### config.mk
export PLATFORM = sky130hd
export DESIGN_NAME = nco_mixer
export DESIGN_NICKNAME = d
export VERILOG_FILES = /design/src/rtl/nco_mixer.sv
export SDC_FILE = /design/constraint.sdc
export NUM_CORES = 2
export LEC_CHECK = 0
export CAP_MARGIN = 15
export CORE_MARGIN = 1
export CORE_UTILIZATION = 40
export CTS_CLUSTER_DIAMETER = 80
export CTS_CLUSTER_SIZE = 40
export DETAILED_ROUTE_END_ITERATION = 10
export PLACE_DENSITY_LB_ADDON = 0.08
export SYNTH_ARGS = -nofsm -noshare
export SYNTH_HDL_FRONTEND = slang
export SYNTH_SLANG_ARGS = --single-unit
### constraint.sdc
create_clock -name clk -period 19.35 [get_ports clk]
set_input_delay 1.935 -clock clk [delete_from_list [all_inputs] [get_ports clk]]
set_output_delay 1.935 -clock clk [all_outputs]
set_load 0.05 [all_outputs]
### src/rtl/nco_mixer.sv
module nco_mixer #(
  parameter int DW = 18,
  parameter int PW = 32,
  parameter logic [PW-1:0] LFSR_POLY = 32'h8020_0003
) (
  input  logic                 clk,
  input  logic                 rst_n,
  input  logic                 in_valid,
  input  logic                 in_real,
  input  logic signed [DW-1:0] in_i,
  input  logic signed [DW-1:0] in_q,
  input  logic [PW-1:0]        freq_word,
  input  logic [PW-1:0]        phase_ofs,
  input  logic                 phase_dither_en,
  input  logic                 amp_dither_en,
  input  logic                 sync_in,
  input  logic                 sync_mask,
  output logic                 out_valid,
  output logic signed [DW+1:0] out_i,
  output logic signed [DW+1:0] out_q
);
  localparam int AB  = 5;
  localparam int CW  = 16;
  localparam int SH  = CW - 1;
  localparam int OW  = DW + 2;
  localparam int PRW = DW + CW;
  localparam int SW  = PRW + 1;

  logic [PW-1:0] acc, lfsr;
  logic          sync_pend;

  wire sync_hit = sync_in & ~sync_mask;
  wire sync_now = sync_pend | sync_hit;
  wire [PW-1:0] base  = sync_now ? '0 : acc;
  wire [PW-1:0] pdith = phase_dither_en ? {{AB{1'b0}}, lfsr[PW-AB-1:0]} : '0;
  wire [PW-1:0] phase = base + phase_ofs + pdith;
  wire [AB-1:0] addr  = phase[PW-1 -: AB];

  function automatic logic signed [CW-1:0] qsin(input logic [AB-1:0] a);
    logic [3:0]    k;
    logic [CW-1:0] m;
    k = a[3] ? 4'd8 - {1'b0, a[2:0]} : {1'b0, a[2:0]};
    case (k)
      4'd0:    m = 16'd0;
      4'd1:    m = 16'd6393;
      4'd2:    m = 16'd12539;
      4'd3:    m = 16'd18204;
      4'd4:    m = 16'd23170;
      4'd5:    m = 16'd27245;
      4'd6:    m = 16'd30273;
      4'd7:    m = 16'd32137;
      default: m = 16'd32767;
    endcase
    return a[4] ? -$signed(m) : $signed(m);
  endfunction

  wire signed [CW-1:0] sin_v = qsin(addr);
  wire signed [CW-1:0] cos_v = qsin(addr + 5'd8);
  wire signed [DW-1:0] xq    = in_real ? '0 : in_q;

  wire signed [PRW-1:0] p_ic = in_i * cos_v;
  wire signed [PRW-1:0] p_is = in_i * sin_v;
  wire signed [PRW-1:0] p_qc = xq * cos_v;
  wire signed [PRW-1:0] p_qs = xq * sin_v;

  wire signed [SW-1:0] sum_i = SW'(p_ic) + SW'(p_qs);
  wire signed [SW-1:0] sum_q = SW'(p_qc) - SW'(p_is);

  wire [SH-1:0] rnd = amp_dither_en ? lfsr[SH-1:0] : SH'(1 << (SH - 1));
  wire signed [SW-1:0] rnd_s = $signed({{(SW-SH){1'b0}}, rnd});
  wire signed [SW-1:0] r_i = (sum_i + rnd_s) >>> SH;
  wire signed [SW-1:0] r_q = (sum_q + rnd_s) >>> SH;

  always_ff @(posedge clk) begin
    if (!rst_n) begin
      acc       <= '0;
      lfsr      <= PW'(1);
      sync_pend <= 1'b0;
      out_valid <= 1'b0;
      out_i     <= '0;
      out_q     <= '0;
    end else begin
      out_valid <= in_valid;
      if (in_valid) begin
        acc       <= base + freq_word;
        lfsr      <= {1'b0, lfsr[PW-1:1]} ^ (lfsr[0] ? LFSR_POLY : '0);
        sync_pend <= 1'b0;
        out_i     <= r_i[OW-1:0];
        out_q     <= r_q[OW-1:0];
      end else if (sync_hit) begin
        sync_pend <= 1'b1;
      end
    end
  end

  AST_VALID_FOLLOWS: assert property (@(posedge clk) disable iff (!rst_n)
    in_valid |=> out_valid);
  AST_NO_STRAY_VALID: assert property (@(posedge clk) disable iff (!rst_n)
    !in_valid |=> !out_valid);
  AST_ACC_IDLE_HOLD: assert property (@(posedge clk) disable iff (!rst_n)
    !in_valid |=> $stable(acc));
  AST_SYNC_RESTART: assert property (@(posedge clk) disable iff (!rst_n)
    (in_valid && sync_now) |=> acc == $past(freq_word));
  AST_MASKED_SYNC: assert property (@(posedge clk) disable iff (!rst_n)
    (sync_in && sync_mask && !sync_pend && !in_valid) |=> !sync_pend);
  AST_OUT_HOLD: assert property (@(posedge clk) disable iff (!rst_n)
    !in_valid |=> ($stable(out_i) && $stable(out_q)));
endmodule

==> impl_metrics.ini <==
[floorplan]
fp.coreArea_sq_mm = 0.140
die_y_microns = 378
die_w_microns = 378
fp-row-count = 137
floorplan.initialDensity_pct = 40.5
dieArea_sq_mm = 0.143
pin_count = 149

[global_routing]
grt.overflow.total = 0
grt_max_degree = 77
grt_pass1_wl_microns = 293000
grt_pass1_vias = 45400
antenna_found_initial = 4
grt_usage_pct = 27.5

[detailed_routing]
routed-via-count = 44000
final_antenna_net_count = 0
wl_per_cell_microns = 23.1
drtPass1Iterations = 6
drc = 0
viasPerCell = 5.38
drt_iter0_markers = 3273
wirelength_microns = 189000

[synthesis]
synth.distinct_cells = 95
yosysTopAreaCellShare_pct = 47.4
synth_edf_count = 0
ys_ff_latch = 106
ys.flop_type = dfxtp_1
syn_inst = 6441
synth_area_sq_mm = 0.0567
syn_area_per_cell_sq_um = 8.80
syn_nets = 8266
ys_seq_area_share_pct = 3.75
synth-async-reset-ratio_pct = 0
yosysTopAreaCell = fa_1
synth_area_leaders = fa_1, inv_1, ha_1
synth_warnings = 0

[cells_and_area]
final_layout_size_suffix_gt1_share_pct = 4.40
fillers = 14100
num_antenna_cells = 0
nNetsFinal = 8121
syn2layout_area_growth_pct = 6.52
stdcell_count = 8176

[setup_path]
crit_start = sync_mask
max_stage_delay_ps = 910
reg2reg_setup_slack_ps = 3480
reg2regPathDepth = 49
crit_fanout = 30
worstSetupPathType = input port to flop
crit_slowest_cell = o21a_1
required_ps = 19670
worstReg2RegEnd = out_i[17]$_SDFFE_PN0P_
endpoint_kind = flop
endpoint = out_i[17]$_SDFFE_PN0P_
r2r_start = sync_pend$_SDFFE_PP0P_
start_kind = input port
cp.arrival_ps = 18100

[timing]
fin_ws_ps = 1570
tns_ps = 0
rsz0062_at_grt = no
fin_crit_sh_pct = 91.9
max_freq_mhz = 56.2
finalMaxSlewViolations = 0
whs_ps = 459
hold_viol_final = 0
fin_skew_ps = 48.8
tightestPinTransition_ps = 1210
setup_viol = 0
fin_crit_ps = 17780
slew_headroom_pct = 18.6

[clock_network]
cts_resized = 0
clk_path_buf_depth = 2
clock-root-buffer = clkbuf_16
cts_hold_buffers = 0
numCtsBuffers = 9
cts_setup_buffers = 0
cts.sinks = 106
clock_latency_ps = 470
path_clk_slew_ps = 90
cts_tree = yes
htree_levels = 3

[placement]
routabilityCongestion = 0.912
dp_hpwl_microns = 148000
io_buffers = 148
dp_cells = 8161
pre_cts_ws_ps = 1410

[worst_hold_path]
hold_class = flop to flop

[outcome]
outcome = finished clean

[job]
drv_cap = 0
-- logic make-up (layout without fill, tap and decap cells) --
logic type / Yosys count / count (layout) / synth area share (%)
buffers and inverters: 1774 / 1633 / 11.8
DFF: 106 / 106 / 3.75
muxes: 75 / 75 / 1.36
and+or+nand+nor: 1956 / 1956 / 16.6
adders and majority gates: 1722 / 1722 / 55.8
AOI/OAI and AO/OA: 679 / 679 / 8.62
xor gates and xnor gates: 129 / 129 / 2.02
-- worst max-delay path: cells and delay by family --
kind / cells / cell delay [ps]
fa+ha+maj: 13 / 5370
compound gates: 18 / 5840
xor+xnor: 2 / 610
buf+inv: 13 / 2270
simple gates: 7 / 1990
-- registers in the layout, indices dropped and copies added (netlist names) --
register and cells:
acc 32, lfsr 32, out_i 20, out_q 20
out_valid 1, sync_pend 1
-- cells in the final DEF (no fill, tap or decap), types with 16 or more instances in the layout --
cell type,count
dfxtp_1,106
mux2i_1,57
nand2_1,697
ha_1,373
a31oi_1,33
nand4_1,36
o311a_1,26
or3_1,55
and4_1,19
a21oi_1,110
buf_4,127
o311ai_0,27
nand3_1,162
a21o_1,49
xor2_1,26
o31ai_1,22
a2111oi_0,37
and2_1,248
nor2_1,337
a311oi_1,17
o21ai_0,114
nor2b_1,107
a211oi_1,34
nand2b_1,51
nor3_1,89
mux2_2,16
xnor2_1,87
and3_1,57
a21boi_0,23
fa_1,1343
clkdlybuf4s50_1,133
inv_1,1342
nor4_1,40
-- through the flow --
step | utilization, % | area (sq um)
floorplan | - | 56700
global placement | 42.9 | 60100
detailed placement | 42.9 | 60100
CTS | 43.1 | 60400
global route | 43.1 | 60400
finish | 43.1 | 60400
-- synthesized netlist by cell type, types with 40 or more instances --
cell	instances
fa_1	1343
nand2b_1	52
nor2_1	339
nor2b_1	121
and3_1	57
or3_1	56
ha_1	374
nand2_1	698
dfxtp_1	106
clkbuf_1	371
xnor2_1	96
inv_1	1342
a21o_1	49
a21oi_1	115
and2_1	248
mux2i_1	59
nor4_1	40
o21ai_0	116
nand3_1	162
nor3_1	91
-- metal layers --
layer	share of wire [%]	track usage, %	wire, microns	vias to the layer above
met2	47	44.0	87900	1324
met3	5.2	2.84	9890	222
li1	-	-	-	19600
met5	0.0063	0	12	-
met4	4.1	9.77	7810	2
met1	44	38.7	83400	22800
-- layout make-up --
type	count	area, sq um	area share [%]
inverter	1344	5040	8.36
multi-input combinational	4561	48200	79.9
timing repair buffer	274	2350	3.90
clock inverter	6	52.6	0.0871
clock buffer	9	225	0.373
tap	1876	2350	3.89
sequential	106	2120	3.52
-- worst min path at each step --
stage | from | to | slack, ps | cells after the start
after CTS | acc[24]$_SDFFE_PN0P_ | acc[24]$_SDFFE_PN0P_ | 460 | 2
final | acc[8]$_SDFFE_PN0P_ | acc[8]$_SDFFE_PN0P_ | 460 | 2
after detailed placement | acc[24]$_SDFFE_PN0P_ | acc[24]$_SDFFE_PN0P_ | 440 | 2
after floorplan | acc[21]$_SDFFE_PN0P_ | acc[21]$_SDFFE_PN0P_ | 420 | 2
after global routing | acc[17]$_SDFFE_PN0P_ | acc[17]$_SDFFE_PN0P_ | 490 | 2
after global placement | acc[5]$_SDFFE_PN0P_ | acc[5]$_SDFFE_PN0P_ | 430 | 2
Power is not shown: default switching activity piles up to over one toggle a cycle in this logic, so the estimate is an artifact.
